`config.mk`:
```
export PLATFORM = sky130hd
export DESIGN_NAME = pct_channel
export DESIGN_NICKNAME = d
export VERILOG_FILES = /design/src/rtl/pct_pkg.sv /design/src/rtl/pct_run_ctl.sv /design/src/rtl/pct_prescaler.sv /design/src/rtl/pct_counter.sv /design/src/rtl/pct_flag_fsm.sv /design/src/rtl/pct_channel.sv
export SDC_FILE = /design/constraint.sdc
export NUM_CORES = 1
export LEC_CHECK = 0
export ABC_AREA = 1
export CORE_ASPECT_RATIO = 0.8
export CORE_UTILIZATION = 45
export CTS_CLUSTER_SIZE = 40
export DETAILED_ROUTE_END_ITERATION = 16
export MAX_ROUTING_LAYER = met4
export PLACE_DENSITY_LB_ADDON = 0.3
export SLEW_MARGIN = 20
export SYNTH_ARGS = -nofsm -noshare
export SYNTH_HDL_FRONTEND = slang
export SYNTH_SLANG_ARGS = --single-unit
```
`constraint.sdc`:
```
create_clock -name clk -period 1.8 [get_ports clk]
set_input_delay 0.36 -clock clk [delete_from_list [all_inputs] [get_ports clk]]
set_output_delay 0.36 -clock clk [all_outputs]
set_load 0.005 [all_outputs]
```
`src/rtl/pct_pkg.sv`:
```
package pct_pkg;

    localparam int BYTE_W    = 8;

    // Byte offsets inside the channel window
    localparam int OFF_CTRL  = 0;
    localparam int OFF_MODE  = 1;
    localparam int OFF_IOCTL = 2;
    localparam int OFF_IEN   = 4;
    localparam int OFF_STAT  = 5;
    localparam int OFF_CNT   = 6;
    localparam int OFF_CMPA  = 8;

    // Clear-source field values (control bits 6:5)
    localparam logic [1:0] CLR_NONE = 2'b00;
    localparam logic [1:0] CLR_CMPA = 2'b01;

    typedef enum logic {
        RUN_IDLE,
        RUN_ACTIVE
    } run_state_e;

    typedef enum logic [1:0] {
        FLG_CLEAR,
        FLG_PENDING,
        FLG_ARMED
    } flag_state_e;

endpackage

```
`src/rtl/pct_run_ctl.sv`:
```
module pct_run_ctl
    import pct_pkg::*;
(
    input  logic clk,
    input  logic rst_n,
    input  logic start_wr,
    input  logic start_val,
    output logic running
);

    run_state_e state_q, state_d;

    always_ff @(posedge clk or negedge rst_n) begin
        if (!rst_n) state_q <= RUN_IDLE;
        else        state_q <= state_d;
    end

    always_comb begin
        state_d = state_q;
        unique case (state_q)
            RUN_IDLE:   if (start_wr && start_val)  state_d = RUN_ACTIVE;  // start
            RUN_ACTIVE: if (start_wr && !start_val) state_d = RUN_IDLE;    // stop
            default:    state_d = RUN_IDLE;
        endcase
    end

    always_comb begin
        running = (state_q == RUN_ACTIVE);
    end

endmodule

```
`src/rtl/pct_prescaler.sv`:
```
module pct_prescaler #(
    parameter int PS_W  = 6,
    parameter int SEL_W = 3
) (
    input  logic             clk,
    input  logic             rst_n,
    input  logic             running,
    input  logic [SEL_W-1:0] sel,
    output logic             tick
);

    // Rates are powers of four: 1, 4, 16, ... up to 2**PS_W
    localparam int NUM_RATES = PS_W / 2 + 1;

    logic [PS_W-1:0] mask_tbl [NUM_RATES];
    logic [PS_W-1:0] mask;
    logic [PS_W-1:0] pc_q;

    for (genvar g = 0; g < NUM_RATES; g++) begin : g_rate
        assign mask_tbl[g] = PS_W'((1 << (2 * g)) - 1);
    end

    // Selections beyond the table fall back to the slowest rate
    always_comb begin
        mask = mask_tbl[NUM_RATES-1];
        for (int i = 0; i < NUM_RATES; i++) begin
            if (int'(sel) == i) mask = mask_tbl[i];
        end
    end

    always_ff @(posedge clk or negedge rst_n) begin
        if (!rst_n)        pc_q <= '0;
        else if (!running) pc_q <= '0;
        else               pc_q <= pc_q + PS_W'(1);
    end

    assign tick = running && ((pc_q & mask) == mask);

endmodule

```
`src/rtl/pct_counter.sv`:
```
module pct_counter #(
    parameter int CNT_W = 16
) (
    input  logic             clk,
    input  logic             rst_n,
    input  logic             tick,
    input  logic             clr_en,
    input  logic [CNT_W-1:0] cmp,
    input  logic             wr_en,
    input  logic [CNT_W-1:0] wr_val,
    output logic [CNT_W-1:0] cnt,
    output logic             match_evt
);

    logic [CNT_W-1:0] cnt_q;

    // A software write displaces the tick, including its match
    assign match_evt = tick && !wr_en && (cnt_q == cmp);

    always_ff @(posedge clk or negedge rst_n) begin
        if (!rst_n) begin
            cnt_q <= '0;
        end else if (wr_en) begin
            cnt_q <= wr_val;
        end else if (tick) begin
            if (match_evt && clr_en) cnt_q <= '0;
            else                     cnt_q <= cnt_q + CNT_W'(1);
        end
    end

    assign cnt = cnt_q;

endmodule

```
`src/rtl/pct_flag_fsm.sv`:
```
module pct_flag_fsm
    import pct_pkg::*;
(
    input  logic clk,
    input  logic rst_n,
    input  logic match_evt,
    input  logic stat_rd,
    input  logic stat_wr,
    input  logic stat_wbit,
    output logic flag,
    output logic armed
);

    flag_state_e state_q, state_d;

    always_ff @(posedge clk or negedge rst_n) begin
        if (!rst_n) state_q <= FLG_CLEAR;
        else        state_q <= state_d;
    end

    always_comb begin
        state_d = state_q;
        unique case (state_q)
            FLG_CLEAR: begin
                if (match_evt) state_d = FLG_PENDING;              // match
            end
            FLG_PENDING: begin
                if (stat_rd) state_d = FLG_ARMED;                  // observe
            end
            FLG_ARMED: begin
                if (stat_wr && !stat_wbit) begin
                    state_d = match_evt ? FLG_PENDING              // re-trigger
                                        : FLG_CLEAR;               // acknowledge
                end
            end
            default: state_d = FLG_CLEAR;
        endcase
    end

    always_comb begin
        flag  = (state_q != FLG_CLEAR);
        armed = (state_q == FLG_ARMED);
    end

endmodule

```
`src/rtl/pct_channel.sv`:
```
module pct_channel
    import pct_pkg::*;
#(
    parameter int ADDR_W     = 8,
    parameter int CNT_W      = 16,
    parameter int PS_W       = 6,
    parameter int RUN_OFFSET = 'h40,
    parameter int RUN_BIT    = 2
) (
    input  logic              clk,
    input  logic              rst_n,
    input  logic [ADDR_W-1:0] bus_addr,
    input  logic              bus_wr,
    input  logic              bus_rd,
    input  logic [CNT_W-1:0]  bus_wdata,
    output logic [CNT_W-1:0]  bus_rdata,
    output logic              irq_out
);

    localparam int SEL_W = 3;

    // Address decode
    logic sel_ctrl, sel_mode, sel_ioc, sel_ien, sel_stat, sel_cnt, sel_cmp, sel_run;
    assign sel_ctrl = (bus_addr == ADDR_W'(OFF_CTRL));
    assign sel_mode = (bus_addr == ADDR_W'(OFF_MODE));
    assign sel_ioc  = (bus_addr == ADDR_W'(OFF_IOCTL));
    assign sel_ien  = (bus_addr == ADDR_W'(OFF_IEN));
    assign sel_stat = (bus_addr == ADDR_W'(OFF_STAT));
    assign sel_cnt  = (bus_addr == ADDR_W'(OFF_CNT));
    assign sel_cmp  = (bus_addr == ADDR_W'(OFF_CMPA));
    assign sel_run  = (bus_addr == ADDR_W'(RUN_OFFSET));

    // Byte and halfword registers
    logic [BYTE_W-1:0] ctrl_q, mode_q, ioc_q, ien_q;
    logic [CNT_W-1:0]  cmp_q;

    always_ff @(posedge clk or negedge rst_n) begin
        if (!rst_n) begin
            ctrl_q <= '0;
            mode_q <= '0;
            ioc_q  <= '0;
            ien_q  <= '0;
            cmp_q  <= '0;
        end else if (bus_wr) begin
            if (sel_ctrl) ctrl_q <= bus_wdata[BYTE_W-1:0];
            if (sel_mode) mode_q <= bus_wdata[BYTE_W-1:0];
            if (sel_ioc)  ioc_q  <= bus_wdata[BYTE_W-1:0];
            if (sel_ien)  ien_q  <= bus_wdata[BYTE_W-1:0];
            if (sel_cmp)  cmp_q  <= bus_wdata;
        end
    end

    // Control-field decode
    logic             clr_en;
    logic [SEL_W-1:0] ps_sel;
    assign clr_en = (ctrl_q[6:5] == CLR_CMPA);
    assign ps_sel = ctrl_q[SEL_W-1:0];

    // Run control from the shared start register
    logic running;
    logic start_wr;
    assign start_wr = bus_wr && sel_run;

    pct_run_ctl u_run (
        .clk       (clk),
        .rst_n     (rst_n),
        .start_wr  (start_wr),
        .start_val (bus_wdata[RUN_BIT]),
        .running   (running)
    );

    // Prescaler
    logic tick;

    pct_prescaler #(
        .PS_W  (PS_W),
        .SEL_W (SEL_W)
    ) u_ps (
        .clk     (clk),
        .rst_n   (rst_n),
        .running (running),
        .sel     (ps_sel),
        .tick    (tick)
    );

    // Counter
    logic             cnt_wr;
    logic [CNT_W-1:0] cnt_q;
    logic             match_evt;
    assign cnt_wr = bus_wr && sel_cnt;

    pct_counter #(
        .CNT_W (CNT_W)
    ) u_cnt (
        .clk       (clk),
        .rst_n     (rst_n),
        .tick      (tick),
        .clr_en    (clr_en),
        .cmp       (cmp_q),
        .wr_en     (cnt_wr),
        .wr_val    (bus_wdata),
        .cnt       (cnt_q),
        .match_evt (match_evt)
    );

    // Match flag with read-then-clear protocol
    logic flag, armed;

    pct_flag_fsm u_flag (
        .clk       (clk),
        .rst_n     (rst_n),
        .match_evt (match_evt),
        .stat_rd   (bus_rd && sel_stat),
        .stat_wr   (bus_wr && sel_stat),
        .stat_wbit (bus_wdata[0]),
        .flag      (flag),
        .armed     (armed)
    );

    // Read path
    logic [CNT_W-1:0] rd_mux;

    always_comb begin
        rd_mux = '0;
        if (sel_ctrl)      rd_mux = CNT_W'(ctrl_q);
        else if (sel_mode) rd_mux = CNT_W'(mode_q);
        else if (sel_ioc)  rd_mux = CNT_W'(ioc_q);
        else if (sel_ien)  rd_mux = CNT_W'(ien_q);
        else if (sel_stat) rd_mux = CNT_W'(flag);
        else if (sel_cnt)  rd_mux = cnt_q;
        else if (sel_cmp)  rd_mux = cmp_q;
        else if (sel_run)  rd_mux[RUN_BIT] = running;
    end

    always_ff @(posedge clk or negedge rst_n) begin
        if (!rst_n)      bus_rdata <= '0;
        else if (bus_rd) bus_rdata <= rd_mux;
        else             bus_rdata <= '0;
    end

    assign irq_out = flag && ien_q[0];

endmodule

```
==> metrics.md <==
| Metric | Value |
|---|---|
| Outcome | `completed` |
| Seq/Total Area, Yosys | `between 40% and 50%` |
| Syn Area/Cell | `about 7.8 um^2` |
| Max-Cap Viols | `0` |
| Crit path cell chain | `clkdlybuf4s50_1 > inv_1 > nand2_1 > nor2_4 > nand2_4 > buf_4 > inv_1 > buf_12 > a21oi_1 > nor3_2 > buf_4` |
| Count of cell types in the netlist | `36` |
| Synth Flop Type | `dfrtp_1` |
| DIE AREA | `between 10,000 and 15,000 um^2` |
| Num CTS Buffers | `9` |
| Crit path buf inv count | `6` |
| CTS max path bufs | `2` |
| Complex-gate fraction of the synthesized area | `around an eighth` |
| Yosys top cell by area | `dfrtp_1` |
| Site Rows | `32` |
| PD cells | `1040 nW/um^2` |
| Crit Reg-Reg Startpoint | `u_cnt.cnt[7]` |
| Cell Area, Placed | `around 5700 um^2` |
| Post-synth EDFFs | `0` |
| Vias in the first global route | `between 4,000 and 5,000` |
| CP required | `2040 ps` |
| Worst-path fanout max | `10` |
| Critical path's slowest cell | `clkdlybuf4s50_1` |
| Reg-to-Reg End | `u_cnt.cnt[15]` |
| Slew headroom | `a little over 70%` |
| GRT overflow | `0` |
| Largest family of logic cells by synthesized area | `simple AND/OR/NAND/NOR gates` |
| Crit. End Element | `register` |
| Per-cell routed wire length | `between 15 and 20 um` |
| Final Slew Violations | `0` |
| Die H | `a little over 90 um` |
| Final setup vio count | `0` |
| Synth Net Count | `approximately 620` |
| # IOs | `45` |
| Worst EP arrival | `approximately 2000 ps` |
| Final Cell Area | `between 6000 and 7000 um^2` |
| Levels on crit path | `11` |
| Clock root cell | `clkbuf_16` |
| Slew at the pin closest to its max-slew limit | `roughly 410 ps` |
| DRC Markers | `0` |
| Antenna Cells | `0` |
| Hold Slack | `461 ps` |
| Adder-Cell Fraction of Synth Area | `less than 1%` |
| Clock Skew | `about 9.0 ps` |
| Final core area utilization | `62.6%` |
| Core ar. | `approximately 10000 um^2` |
| YS warnings | `0` |
| Yosys top cell area share | `around 48%` |
| Die Span X | `between 100 and 150 um` |
| All-Layer GR Usage | `a little over a quarter` |
| Drt via density | `about 5.3` |
| Non-Filler Instances | `841` |
| Worst min-delay path category | `in2async` |
| Drt total wl | `approximately 13,000 um` |
| Final worst slack | `~80 ps` |
| Largest stage delay on the critical path | `480 ps` |
| Layout net count | `731` |
| Clock Sinks | `89` |
| Cell Count Post-Placement | `821` |
| Post-synthesis mux area share | `less than 1%` |
| CP top delay family | `buffers and inverters` |
| Highest Clock Rate | `between 500 and 600 MHz` |
| Worst setup path category | `in2reg` |
| First-pass GRT wire length | `21,200 um` |
| Worst-path clk slew | `approximately 70 ps` |
| Detail Route Antenna Nets | `0` |
| Cells on worst reg2reg path | `12` |
| Ranking of synthesized cells by area | `dfrtp_1, nand2_1, o21ai_0` |
| Vias | `roughly 4,400` |
| Post-Synth XOR/XNOR Area | `about 3.8%` |
| Initial Utilization | `a little under half` |
| PortBufs | `44` |
| Post-Synthesis Cells | `roughly 590` |
| CTS tree | `yes` |
| Leak | `about 3 nW` |
| Maximum VDD drop | `about 530 uV` |
| Placer Congestion | `between 0.9 and 1` |
| Initial antenna violation count | `0` |
| Share of cells above drive strength 1 | `approximately 18%` |
| Number of fill cells in the layout | `~860` |
| Reg2reg setup slack | `~110 ps` |
| Final worst-path cycle share | `95.5%` |
| Area growth from synthesis to layout | `32.6%` |
| CTS H-Tree Depth | `3` |
| Ys async rst share | `100%` |
| Largest net degree at the start of global routing | `47` |
| Final Hold Vio Count | `0` |
| DR iter-0 viols | `306` |
| Pre-CTS setup slack | `-358 ps` |
| Synth Area in Simple Gates | `26.7%` |
| Flops & latches, synth | `about 90` |
| Crit path time final | `roughly 1700 ps` |
| Startpoint types | `input port` |
| Clk Latency, worst-skew pair | `340 ps` |
| Post-synthesis cell area | `4650 um^2` |
| Post-DP HPWL | `9680 um` |
| DR pass1 iterations | `6` |
==> stage by stage <==
step	total power, mW	setup TNS, ps
floorplan	3.56	0
global placement	4.28	-9590
detailed placement	4.35	-11720
CTS	6.35	0
global route	6.78	-6.64
finish	6.41	0
==> logic make-up (layout without fill, tap and decap cells) <==
kind of cell,Yosys count,count (layout)
simple gates,282,282
compound gates,106,106
buf+inv,92,203
flops,89,89
xor+xnor,20,20
mux,3,3
fa+ha+maj,2,2
==> power breakdown <==
group          internal [mW]  leakage [nW]  switching, mW
Combinational          0.826          1.71           1.03
Clock                   1.21         0.149          0.770
Sequential              2.29          1.18          0.287
Total                   4.32          3.03           2.08
==> Yosys cell counts, types with 2 or more instances <==
| master | n |
|---|---|
| nand2_1 | 164 |
| dfrtp_1 | 89 |
| inv_1 | 64 |
| o21ai_0 | 51 |
| nor2_1 | 43 |
| a21oi_1 | 31 |
| nand3_1 | 30 |
| nor3_1 | 13 |
| nand4_1 | 11 |
| xor2_1 | 11 |
| buf_2 | 10 |
| xnor2_1 | 9 |
| clkbuf_1 | 8 |
| o21ai_1 | 8 |
| nand2_2 | 7 |
| inv_2 | 6 |
| o21bai_1 | 6 |
| a211oi_1 | 4 |
| nor4_1 | 3 |
| o22ai_1 | 3 |
| a21oi_2 | 2 |
| buf_6 | 2 |
| ha_1 | 2 |
| mux2_1 | 2 |
| nand2_4 | 2 |
| nand3b_1 | 2 |
| nor2_2 | 2 |
==> sequential cells by signal, summed over array words and instances (netlist names), named ones only <==
register        cells
u_cnt.cnt          16
ctrl_q              8
cmp_q              16
mode_q              8
u_ps.pc_q           6
ioc_q               8
bus_rdata          16
ien_q               8
u_flag.state_q      2
==> layer usage <==
layer / part of all wire (%) / up-vias / GRT usage (%)
li1: - / 2128 / -
met1: 47 / 2113 / 36.4
met2: 45 / 165 / 39.7
met5: 0 / - / -
met3: 5.9 / 26 / 4.91
met4: 2.3 / 0 / 9.83
==> cell usage in the layout, fill, tap and decap left out, drive strengths merged <==
master / Yosys / routed
nand2: 173 / 173
dfrtp: 89 / 89
buf: 13 / 74
inv: 70 / 70
o21ai: 59 / 59
nor2: 47 / 47
clkdlybuf4s50: 0 / 42
a21oi: 33 / 33
nand3: 31 / 31
nor3: 15 / 15
nand4: 11 / 11
xor2: 11 / 11
clkbuf: 9 / 10
xnor2: 9 / 9
o21bai: 6 / 6
a211oi: 4 / 4
o22ai: 3 / 3
nor4: 3 / 3
mux2: 3 / 3
nand3b: 2 / 2
ha: 2 / 2
bufinv: 0 / 2
clkinv: 0 / 2
o211ai: 1 / 1
clkinvlp: 0 / 1
dlygate4sd3: 0 / 1
dlymetal6s2s: 0 / 1
==> worst register-to-register path, stage by stage (launching register included) <==
cell and delay [ps]:
dfrtp_2 430, inv_1 70, nand2_1 70, nand2_1 90, inv_1 60, nand2_1 60, nor2_1 100, nand2_1 100
nor2_4 170, nand3_4 100, buf_4 170, nand3_1 80, nand3_1 70
==> how the worst max path moves through the flow <==
stage                              from       endpoint  slack [ps]
after floorplan            u_cnt.cnt[1]  u_cnt.cnt[10]         290
after global placement      bus_addr[0]   bus_rdata[8]        -330
after detailed placement    bus_addr[2]   bus_rdata[8]        -360
after CTS                   bus_addr[2]   bus_rdata[8]           6
after global routing      u_cnt.cnt[14]   u_cnt.cnt[2]          -4
final                       bus_addr[3]   bus_rdata[9]          80
==> area by class of cell <==
class,count,area [um^2],area share [%]
Sequential cell,89,2230,36.2
Multi-Input combinational cell,413,2120,34.3
Timing Repair Buffer,118,1070,17.4
Inverter,70,263,4.26
Clock buffer,10,229,3.71
Tap cell,136,170,2.76
Clock inverter,5,81.3,1.32
==> repair_timing <==
action,4_1_cts,5_1_grt
buffers inserted,1,3
hold buffers,1,0
pin swaps,0,3
endpoints found under the hold margin,19,0
endpoints found under the setup margin,1,34
gates resized for setup,1,26
Note: power is estimated with default switching activity, not from simulation.
